## src/rtl/keymat_pkg.sv

```systemverilog
package keymat_pkg;
    localparam int ROWS   = 8;
    localparam int COLS   = 8;
    localparam int SLOTS  = COLS + 1;
    localparam int KEYS   = SLOTS * ROWS;
    localparam int KIDX_W = $clog2(KEYS);
    localparam int PH_W   = $clog2(SLOTS);
    localparam int EV_W   = 8;

    // key map: slot (column or special-function slot) major, row minor
    typedef logic [SLOTS-1:0][ROWS-1:0] keymap_t;

    typedef enum logic [2:0] {
        S_GAP,
        S_SCAN_A,
        S_CHECK,
        S_HOLD,
        S_SCAN_B,
        S_EMIT,
        S_COMMIT
    } scan_st_e;

    // event byte: press flag, row index, slot code (slot + 1)
    function automatic logic [EV_W-1:0] ev_code(input logic press,
                                                input logic [KIDX_W-1:0] k);
        return {press, k[2:0], k[KIDX_W-1:3] + 4'd1};
    endfunction

    function automatic logic [KIDX_W:0] closed_keys(input logic [KEYS-1:0] m);
        logic [KIDX_W:0] n;
        n = '0;
        for (int i = 0; i < KEYS; i++)
            n = n + (KIDX_W+1)'(m[i]);
        return n;
    endfunction
endpackage

```

## src/rtl/keymat_scanner.sv

```systemverilog
module keymat_scanner
    import keymat_pkg::*;
#(
    parameter int GAP_TICKS  = 4,
    parameter int DB_DEFAULT = 3,
    parameter int DB_MULT    = 3
) (
    input  logic             clk,
    input  logic             rst_n,
    input  logic             tick_i,
    input  logic [ROWS-1:0]  sense_n_i,
    input  logic [7:0]       dbnc_i,
    output logic [COLS-1:0]  col_oe_o,
    output logic [COLS-1:0]  col_drv_o,
    output logic             push_o,
    output logic [EV_W-1:0]  push_data_o,
    output logic             key_ovr_o
);
    localparam int GAP_W = $clog2(GAP_TICKS + 1);
    localparam int DB_W  = 8 + $clog2(DB_MULT + 1);
    localparam logic [PH_W-1:0]   PH_LAST = PH_W'(SLOTS - 1);
    localparam logic [KIDX_W-1:0] K_LAST  = KIDX_W'(KEYS - 1);

    scan_st_e          state, state_nx;
    logic [PH_W-1:0]   ph;
    logic [GAP_W-1:0]  gap_cnt;
    logic [DB_W-1:0]   db_cnt, db_load;
    logic [7:0]        db_unit;
    logic [KIDX_W-1:0] kidx;
    keymap_t           samp, stable;
    logic [KEYS-1:0]   samp_flat, stable_flat;

    assign samp_flat   = samp;
    assign stable_flat = stable;

    always_comb begin
        db_unit = (dbnc_i == 8'd0) ? 8'(DB_DEFAULT) : dbnc_i;
        db_load = DB_W'(db_unit) * DB_W'(DB_MULT);
    end

    // next-state decision
    always_comb begin
        state_nx = state;
        unique case (state)
            S_GAP:    if (tick_i && gap_cnt == GAP_W'(GAP_TICKS - 1)) state_nx = S_SCAN_A;
            S_SCAN_A: if (tick_i && ph == PH_LAST) state_nx = S_CHECK;
            S_CHECK:  state_nx = (samp != stable) ? S_HOLD : S_GAP;
            S_HOLD:   if (tick_i && db_cnt <= DB_W'(1)) state_nx = S_SCAN_B;
            S_SCAN_B: if (tick_i && ph == PH_LAST) state_nx = S_EMIT;
            S_EMIT:   if (kidx == K_LAST) state_nx = S_COMMIT;
            S_COMMIT: state_nx = S_GAP;
            default:  state_nx = S_GAP;
        endcase
    end

    // state register and scan datapath
    always_ff @(posedge clk) begin
        if (!rst_n) begin
            state     <= S_GAP;
            ph        <= '0;
            gap_cnt   <= '0;
            db_cnt    <= '0;
            kidx      <= '0;
            samp      <= '0;
            stable    <= '0;
            key_ovr_o <= 1'b0;
        end else begin
            state     <= state_nx;
            key_ovr_o <= 1'b0;
            unique case (state)
                S_GAP: begin
                    if (tick_i)
                        gap_cnt <= (state_nx == S_GAP) ? gap_cnt + 1'b1 : '0;
                end
                S_SCAN_A, S_SCAN_B: begin
                    if (tick_i) begin
                        if (ph == '0)
                            samp[SLOTS-1] <= ~sense_n_i;
                        else
                            samp[ph - 1'b1] <= ~sense_n_i & ~samp[SLOTS-1];
                        ph <= (ph == PH_LAST) ? '0 : ph + 1'b1;
                    end
                end
                S_CHECK: begin
                    if (state_nx == S_HOLD)
                        db_cnt <= db_load;
                end
                S_HOLD: begin
                    if (tick_i)
                        db_cnt <= db_cnt - 1'b1;
                end
                S_EMIT: begin
                    kidx <= (kidx == K_LAST) ? '0 : kidx + 1'b1;
                end
                S_COMMIT: begin
                    stable    <= samp;
                    key_ovr_o <= (closed_keys(samp_flat) > (KIDX_W+1)'(2));
                end
                default: ;
            endcase
        end
    end

    // outputs from state
    always_comb begin
        col_oe_o    = '0;
        push_o      = 1'b0;
        push_data_o = '0;
        unique case (state)
            S_SCAN_A, S_SCAN_B: begin
                if (ph != '0)
                    col_oe_o[3'(ph - 1'b1)] = 1'b1;
            end
            S_EMIT: begin
                if (samp_flat[kidx] != stable_flat[kidx]) begin
                    push_o      = 1'b1;
                    push_data_o = ev_code(samp_flat[kidx], kidx);
                end
            end
            default: ;
        endcase
        col_drv_o = ~col_oe_o;
    end

    p_one_col_r1: assert property (@(posedge clk) disable iff (!rst_n)
        $onehot0(col_oe_o));

    p_code_fmt_r2: assert property (@(posedge clk) disable iff (!rst_n)
        push_o |-> (push_data_o[3:0] != 4'd0 && push_data_o[3:0] <= 4'd9));

    p_rescan_after_hold_r4: assert property (@(posedge clk) disable iff (!rst_n)
        (state == S_SCAN_B && $past(state) != S_SCAN_B) |-> $past(state) == S_HOLD);

    p_no_drive_while_emit_r6: assert property (@(posedge clk) disable iff (!rst_n)
        push_o |-> col_oe_o == '0);
endmodule

```

## src/rtl/keymat_evq.sv

```systemverilog
module keymat_evq #(
    parameter int DEPTH = 14,
    parameter int W     = 8
) (
    input  logic         clk,
    input  logic         rst_n,
    input  logic         push_i,
    input  logic [W-1:0] push_data_i,
    input  logic         pop_i,
    input  logic         peek_i,
    output logic [W-1:0] rd_data_o,
    output logic         acc_o,
    output logic         ovr_o
);
    localparam int PTR_W = $clog2(DEPTH);
    localparam int CNT_W = $clog2(DEPTH + 1);
    localparam logic [PTR_W-1:0] P_LAST = PTR_W'(DEPTH - 1);

    logic [W-1:0]     mem [DEPTH];
    logic [PTR_W-1:0] wr_ptr, rd_ptr;
    logic [CNT_W-1:0] cnt;
    logic             full, empty, do_push, do_pop;

    assign full    = (cnt == CNT_W'(DEPTH));
    assign empty   = (cnt == '0);
    assign do_push = push_i && !full;
    assign do_pop  = pop_i && !empty;

    always_ff @(posedge clk) begin
        if (do_push)
            mem[wr_ptr] <= push_data_i;
    end

    always_ff @(posedge clk) begin
        if (!rst_n) begin
            wr_ptr    <= '0;
            rd_ptr    <= '0;
            cnt       <= '0;
            rd_data_o <= '0;
            acc_o     <= 1'b0;
            ovr_o     <= 1'b0;
        end else begin
            acc_o <= do_push;
            ovr_o <= push_i && full;
            if (do_push)
                wr_ptr <= (wr_ptr == P_LAST) ? '0 : wr_ptr + 1'b1;
            if (do_pop)
                rd_ptr <= (rd_ptr == P_LAST) ? '0 : rd_ptr + 1'b1;
            if (pop_i || peek_i)
                rd_data_o <= empty ? '0 : mem[rd_ptr];
            unique case ({do_push, do_pop})
                2'b10:   cnt <= cnt + 1'b1;
                2'b01:   cnt <= cnt - 1'b1;
                default: ;
            endcase
        end
    end

    p_cnt_bound_r8: assert property (@(posedge clk) disable iff (!rst_n)
        cnt <= CNT_W'(DEPTH));

    p_empty_zero_r8: assert property (@(posedge clk) disable iff (!rst_n)
        (pop_i && empty) |=> rd_data_o == '0);

    p_full_drop_r9: assert property (@(posedge clk) disable iff (!rst_n)
        (push_i && full && !pop_i) |=> (ovr_o && !acc_o));

    p_peek_hold_r10: assert property (@(posedge clk) disable iff (!rst_n)
        (peek_i && !pop_i && !push_i) |=> (cnt == $past(cnt) && rd_ptr == $past(rd_ptr)));
endmodule

```

## src/rtl/keymat_scan_top.sv

```systemverilog
module keymat_scan_top
    import keymat_pkg::*;
#(
    parameter int GAP_TICKS  = 4,
    parameter int DB_DEFAULT = 3,
    parameter int DB_MULT    = 3,
    parameter int EVQ_DEPTH  = 14
) (
    input  logic            clk,
    input  logic            rst_n,
    input  logic            tick_i,
    input  logic [ROWS-1:0] sense_n_i,
    input  logic [7:0]      dbnc_i,
    input  logic            pop_i,
    input  logic            peek_i,
    output logic [COLS-1:0] col_drv_o,
    output logic [COLS-1:0] col_oe_o,
    output logic [EV_W-1:0] rd_data_o,
    output logic            evt_new_o,
    output logic            key_ovr_o,
    output logic            evq_ovr_o
);
    logic            push;
    logic [EV_W-1:0] push_data;

    keymat_scanner #(
        .GAP_TICKS (GAP_TICKS),
        .DB_DEFAULT(DB_DEFAULT),
        .DB_MULT   (DB_MULT)
    ) u_scan (
        .clk        (clk),
        .rst_n      (rst_n),
        .tick_i     (tick_i),
        .sense_n_i  (sense_n_i),
        .dbnc_i     (dbnc_i),
        .col_oe_o   (col_oe_o),
        .col_drv_o  (col_drv_o),
        .push_o     (push),
        .push_data_o(push_data),
        .key_ovr_o  (key_ovr_o)
    );

    keymat_evq #(
        .DEPTH(EVQ_DEPTH),
        .W    (EV_W)
    ) u_evq (
        .clk        (clk),
        .rst_n      (rst_n),
        .push_i     (push),
        .push_data_i(push_data),
        .pop_i      (pop_i),
        .peek_i     (peek_i),
        .rd_data_o  (rd_data_o),
        .acc_o      (evt_new_o),
        .ovr_o      (evq_ovr_o)
    );
endmodule

```

## config.mk

```make
export PLATFORM = sky130hd
export DESIGN_NAME = keymat_scan_top
export DESIGN_NICKNAME = d
export VERILOG_FILES = /design/src/rtl/keymat_pkg.sv /design/src/rtl/keymat_scanner.sv /design/src/rtl/keymat_evq.sv /design/src/rtl/keymat_scan_top.sv
export SDC_FILE = /design/constraint.sdc
export NUM_CORES = 1
export LEC_CHECK = 0
export BUFFER_PORTS_ARGS = -buffer_cell sky130_fd_sc_hd__clkbuf_2
export CAP_MARGIN = 30
export CORE_MARGIN = 5
export CORE_UTILIZATION = 64
export DETAILED_ROUTE_END_ITERATION = 8
export PLACE_DENSITY = 0.93
export SETUP_SLACK_MARGIN = 0.15
export SLEW_MARGIN = 30
export SYNTH_ARGS = -nofsm -noshare
export SYNTH_HDL_FRONTEND = slang
export SYNTH_HIERARCHICAL = 1
export SYNTH_SLANG_ARGS = --single-unit
```

## constraint.sdc

```tcl
create_clock -name clk -period 12.9 [get_ports clk]
set_input_delay 1.29 -clock clk [delete_from_list [all_inputs] [get_ports clk]]
set_output_delay 1.29 -clock clk [all_outputs]
set_load 0.01 [all_outputs]
```

=== Word-level counts from Yosys, hierarchy flattened ===
Memories as Yosys holds them, arrays and structs flattened. A register that Yosys moved wholly into a read port is not among the register bits.
Cells that the tools add are included.

* Register bits: 194
* Memories: 1
* Logic and storage cells: 207
* Output and inout port bits: 27
* Memory bits (writable): 112
* Latch bits: 0
* Memory bits (read-only): 0

* Eq/ne operators: 19
* Add/subtract/negate cells: 81
* Multiplexer cells: 38
* Shift operators: 0
* Order comparisons: 7
* Multipliers: 1
* Bitwise operators: 5
* Div/mod/pow operators: 0
* Reductions and logical operators: 25

{| class="wikitable"
|+ Memories
! memory !! words !! width !! read ports !! clocked after Yosys merged registers in !! write ports !! RTL line !! text
|-
| u_evq.mem || 14 || 8 || 1 || 1 || 1 || keymat_evq.sv:19 || <nowiki>logic [W-1:0] mem [DEPTH];</nowiki>
|}

{| class="wikitable"
|+ Operators with widths
! cell !! number
|-
| $add A8 B1 Y8 || 70
|-
| $bwmux W72 || 1
|-
| $ne A72 B72 Y1 || 1
|-
| $mux W8 || 8
|-
| $demux W8 S4 || 1
|-
| $not A8 Y8 || 3
|-
| $add A4 B1 Y4 const B || 5
|-
| $mux W10 || 2
|-
| $mux W4 || 5
|-
| $pmux W10 S2 || 1
|-
| $mux W3 || 6
|-
| $pmux W3 S6 || 1
|-
| $eq A4 B4 Y1 const B || 4
|-
| $bmux W1 S7 || 2
|-
| $eq A3 B2 Y1 const B || 4
|-
| $le A10 B1 Y1 const B || 1
|-
| $mul A8 B2 Y10 const B || 1
|-
| $sub A10 B1 Y10 const B || 1
|-
| $eq A3 B3 Y1 const B || 3
|-
| $and A8 B8 Y8 || 1
|-
| $gt A8 B2 Y1 const B || 1
|-
| $logic_and A1 B1 Y1 || 8
|-
| $logic_not A4 Y1 || 2
|-
| $logic_not A8 Y1 || 1
|-
| other kinds (30) || 43
|}

=== Logic depth before layout (Yosys ltp) ===
* Word-level depth: 72
* Mapped depth: 21

=== Modules after synthesis ===
The synthesis kept the hierarchy.

{| class="wikitable"
|+ Modules (own cells, without submodules)
! module !! area each (um2) !! sequential area each (um2) !! cells each !! instances
|-
| keymat_scanner || 11,109.4 || 3,443.3 || 1,240 || 1
|-
| keymat_evq || 5,489.0 || 3,883.7 || 314 || 1
|}

=== Worst setup path before layout ===
No wires, ideal clock.

* Path type: register -> register
* From: reg u_scan/samp[35] in the netlist's numbering
* To: reg u_scan.key_ovr_o
* Slack: 7,261 ps
* Setup time: 133 ps
* Cell stages (with the launch flop): 18
* Data required time: 12,767 ps
* Buffers on the path: 0
* Period minus slack after synthesis: 5,639 ps
* Data arrival time: 5,506 ps
* Cells stage by stage: dfxtp_1 > inv_1 > fa_1 > inv_1 > fa_1 > fa_1 > inv_1 > fa_1 > fa_1 > inv_1 > fa_1 > fa_1 > inv_1 > fa_1 > fa_1 > a211o_1 > a21oi_1 > a211oi_1

* Word-level cells in the longest chain between the ends: 38

{| class="wikitable"
|+ RTL lines
! item !! RTL line !! text
|-
| start, declared || keymat_scanner.sv:30 || <nowiki>keymap_t samp, stable;</nowiki>
|-
| start signal, assigned by index || keymat_scanner.sv:78 || <nowiki>samp[SLOTS-1] <= ~sense_n_i;</nowiki>
|-
| start signal, assigned by index || keymat_scanner.sv:80 || <nowiki>samp[ph - 1'b1] <= ~sense_n_i & ~samp[SLOTS-1];</nowiki>
|-
| $add A8 B1 Y8 (37 in series) || keymat_pkg.sv:33 || <nowiki>n = n + (KIDX_W+1)'(m[i]);</nowiki>
|-
| $gt A8 B2 Y1 || keymat_scanner.sv:97 || <nowiki>key_ovr_o <= (closed_keys(samp_flat) > (KIDX_W+1)'(2));</nowiki>
|-
| end signal, assigned || keymat_scanner.sv:97 ||
|-
| end, declared || keymat_scanner.sv:17 || <nowiki>output logic key_ovr_o</nowiki>
|}

Every way passes these cells.
A chain may end at the register's enable or synchronous reset.

=== Final worst setup path ===
* From: reg u_scan.kidx[0]
* To: mem u_evq.mem[11][5], enable pin

* Word-level cells in the longest chain between the ends: 8
* Elaborated cells between the ends (all ways): 10
* Classes of those cells: 1 x eq/ne; 8 x mux; 1 x reduce/logical

{| class="wikitable"
|+ RTL lines
! item !! RTL line !! text
|-
| start, declared || keymat_scanner.sv:29 || <nowiki>logic [KIDX_W-1:0] kidx;</nowiki>
|-
| start signal, assigned || keymat_scanner.sv:93 || <nowiki>kidx <= (kidx == K_LAST) ? '0 : kidx + 1'b1;</nowiki>
|-
| $bmux W1 S7 || keymat_scanner.sv:115 || <nowiki>if (samp_flat[kidx] != stable_flat[kidx]) begin</nowiki>
|-
| $mux W1 (not written as such) || keymat_scanner.sv:115 ||
|-
| $ne A1 B1 Y1 (*) || keymat_scanner.sv:115 ||
|-
| $mux W1 (*) || keymat_scanner.sv:115 ||
|-
| $mux W1 (*) || keymat_scanner.sv:109 || <nowiki>unique case (state)</nowiki>
|-
| via push || keymat_scan_top.sv:23 || <nowiki>logic push;</nowiki>
|-
| $logic_and A1 B1 Y1 (*) || keymat_evq.sv:26 || <nowiki>assign do_push = push_i && !full;</nowiki>
|-
| $mux W1 (*) || keymat_evq.sv:30 || <nowiki>if (do_push)</nowiki>
|-
| $mux W1 (not written as such) (*) || keymat_evq.sv:31 || <nowiki>mem[wr_ptr] <= push_data_i;</nowiki>
|-
| end, declared || keymat_evq.sv:19 ||
|}

Mark *: on every way through the listed nets, which the timed path passes. The rest lies on a longest branch. The select of a mux whose other input is x is not followed.

==> flow_summary.yaml <==
run_status:
  outcome: "finished, final reports clean"
timing:
  relSlewSlack_pct: 32.5
  fin_crit_sh_pct: 47.2
  slew_violations: 0
  fmax_mhz: 164
  period_minus_slack_ns: 6.09
  finalClockSkew_ns: 0.0119
  finalSetupViolCount: 0
  worstMarginPinSlew_ns: 1.01
  final-hold-violation-count: 0
  rsz0062_at_grt: "false"
  tns_ns: 0
job:
  max-cap-violations: 0
logic_synthesis:
  synth-edff-count: 112
  async_flop_share_pct: 0
  syn_inst: 1554
  syn-mean-instance-area_sq_um: 10.7
  synth-seq-area-share_pct: 44.1
  synth-seq-cells: 310
  synthFlopType: "dfxtp_1"
  synth_nets: 1679
  syn-cell-area_sq_um: 16600
  ys_warn_count: 6
  synth.distinct_cells: 75
global_routing:
  grt_antenna_before_repair: 1
  grt_max_degree: 99
  gr-total-overflow: 0
  grt_pass1_wl_um: 72700
  grt_pass1_vias: 12951
  grtUsageTotal_pct: 32.1
final_layout:
  n_antenna_cell: 0
  n_fill_cell: 1548
  design_area_sq_um: 18100
  final_common_cell: "nand2_1"
  drive_above_1_share_pct: 13.3
  fin_nets: 1688
  final_cell_mix: "nand2_1 (206), dfxtp_1 (193), inv_1 (140), edfxtp_1 (112), nor2_1 (109)"
  syn_to_final_growth_pct: 8.83
power:
  p_comb_share_pct: 2.6
  power.leakage_uw: 0.00658
  p_int_uw: 1540
  switching_share_pct: 21.7
  power.density_nw_per_um2: 109
  p_switching_uw: 425
  seq_power_share_pct: 51.3
  power_frac_clock_pct: 46.1
  p_total_uw: 1960
  irDropWorstVdd_v: 0.000111
place:
  portBuffers: 47
  place_area_sq_um: 17000
  dp_hpwl_um: 29700
  place.gp.congestion: 0.961
drt:
  vias_per_cell: 6.79
  vias: 13054
  drc: 0
  antenna_left: 0
  drtPass1Iterations: 7
  drt-wirelength-per-cell_um: 24.5
  wirelength_um: 47100
  drt-initial-drc-count: 2197
floorplanning:
  start_util_pct: 64.4
  core_region_area_sq_um: 25800
  rows: 59
  die_y_um: 171
  die_w_um: 171
  io_pins: 48
  die_area_sq_um: 29300
setup_path:
  worst_ep_arrival_time_ns: 6.28
  critical_path_class: "reg -> reg"
  required_ns: 13.08
  startpoint_type: "register"
  endpoint_kind: "register"
  worstPathMaxFanout: 39
cts:
  clkLatencyLatePin_ns: 0.57
  postCtsResizedCells: 0
  postCtsSetupBuffers: 0
  cts_sinks: 310
  ctsHtreeMaxLevel: 1
  cts_buffers: 31
  cts_tree: "done"
  clk_path_buf_depth: 3
  clkTransAtPathRegs_ns: 0.06
  root_buffer: "clkbuf_16"
  holdBufCountCts: 0
min_path:
  min-delay-path-class: "reg -> reg"
==> layout make-up <==
type / count / area (sq um) / area share [%]
Timing Repair Buffer: 61 / 340 / 1.88
Inverter: 141 / 534 / 2.96
Clock inverter: 20 / 180 / 0.997
Sequential cell: 310 / 7340 / 40.6
Clock buffer: 38 / 832 / 4.61
Tap cell: 335 / 419 / 2.32
Multi-Input combinational cell: 1018 / 8420 / 46.6
==> cells in the mapped netlist, types with 6 or more instances <==
cell	number	share of area [%]
a211o_1	10	0.53
a21oi_1	104	3.1
a22oi_1	10	0.45
a31oi_1	8	0.30
and2_1	12	0.45
buf_2	11	0.33
clkbuf_1	66	1.5
dfxtp_1	198	24
edfxtp_1	112	20
fa_1	61	7.4
ha_1	43	3.2
inv_1	140	3.2
mux2_1	7	0.47
mux2_4	6	0.54
mux2i_1	79	4.8
mux4_2	70	9.5
nand2_1	206	4.7
nand3_1	20	0.60
nand4_1	20	0.75
nor2_1	117	2.6
nor2b_1	9	0.34
nor3_1	19	0.57
nor4_1	10	0.38
o21ai_0	16	0.48
o21ai_1	18	0.54
or3_1	10	0.38
xnor2_1	73	3.9
xor2_1	16	0.84
==> power groups by stage <==
stage               registers [uW]  logic, uW  clock network [uW]
global placement              1030       45.8                   0
finish                        1010       50.5                 905
global route                  1010       53.9                 949
floorplan                     1030       30.6                   0
CTS                           1010       48.4                 904
detailed placement            1030       47.6                   0
==> kinds of logic (layout without fill, tap and decap cells) <==
family,Yosys count,in the layout,share of synthesized area (%)
muxes,167,167,15.6
DFF,310,310,44.1
buffers and inverters,226,260,5.37
xor gates and xnor gates,89,89,4.70
adders and majority gates,105,105,10.7
and+or+nand+nor,449,449,12.0
AOI/OAI and AO/OA,208,208,7.53
==> final timing paths <==
path	startpoint	to	slack (ns)	cells past startpoint
worst max-delay path	u_scan/kidx[0]$_SDFFE_PN0P_	u_evq/mem[11][5]$_DFFE_PP_	6.81	11
worst min-delay path	u_scan/gap_cnt[2]$_SDFFE_PN0P_	u_scan/gap_cnt[2]$_SDFFE_PN0P_	0.46	2
worst max register to register	u_scan/kidx[0]$_SDFFE_PN0P_	u_evq/mem[11][5]$_DFFE_PP_	6.81	11
worst min register to register	u_scan/gap_cnt[2]$_SDFFE_PN0P_	u_scan/gap_cnt[2]$_SDFFE_PN0P_	0.46	2
==> flip-flops by register name, indices dropped and copies added (netlist names), named ones only <==
signal	count
u_scan/state	3
u_scan/kidx	7
u_scan/stable	72
u_scan/samp	72
u_evq/acc_o	1
u_scan/gap_cnt	3
u_scan/db_cnt	10
u_evq/rd_ptr	4
u_scan/key_ovr_o	1
u_evq/ovr_o	1
u_evq/mem	112
u_evq/rd_data_o	8
u_scan/ph	4
u_evq/cnt	4
u_evq/wr_ptr	4
==> stage by stage <==
stage	hold slack (ns)	cells	utilization [%]	setup slack (ns)
after global routing	0.485	1923	70.1	6.68
after global placement	0.437	1863	66.0	7.08
after detailed placement	0.454	1864	66.1	6.96
final	0.458	1923	70.1	6.81
after CTS	0.462	1922	70.0	6.92
after floorplan	0.428	1554	-	7.26
==> routing by layer <==
metal,vias to the layer above,track usage [%],part of all wire (%)
li1,5403,-,-
met1,6160,39.4,33
met2,1151,51.9,46
met3,338,6.77,12
met4,2,20.6,8.7
met5,-,0,0.042
==> worst max-delay path: stages (launching register included) <==
cell and delay (ns):
dfxtp_2 0.34, buf_4 0.63, mux4_2 0.61, mux4_2 0.52, mux4_2 0.52, a22o_1 0.22
ha_1 0.31, or3_1 0.47, inv_1 0.37, nand3_1 0.42, or3_1 0.49, nor2_1 0.78
Power figures use the tool's default switching activity.
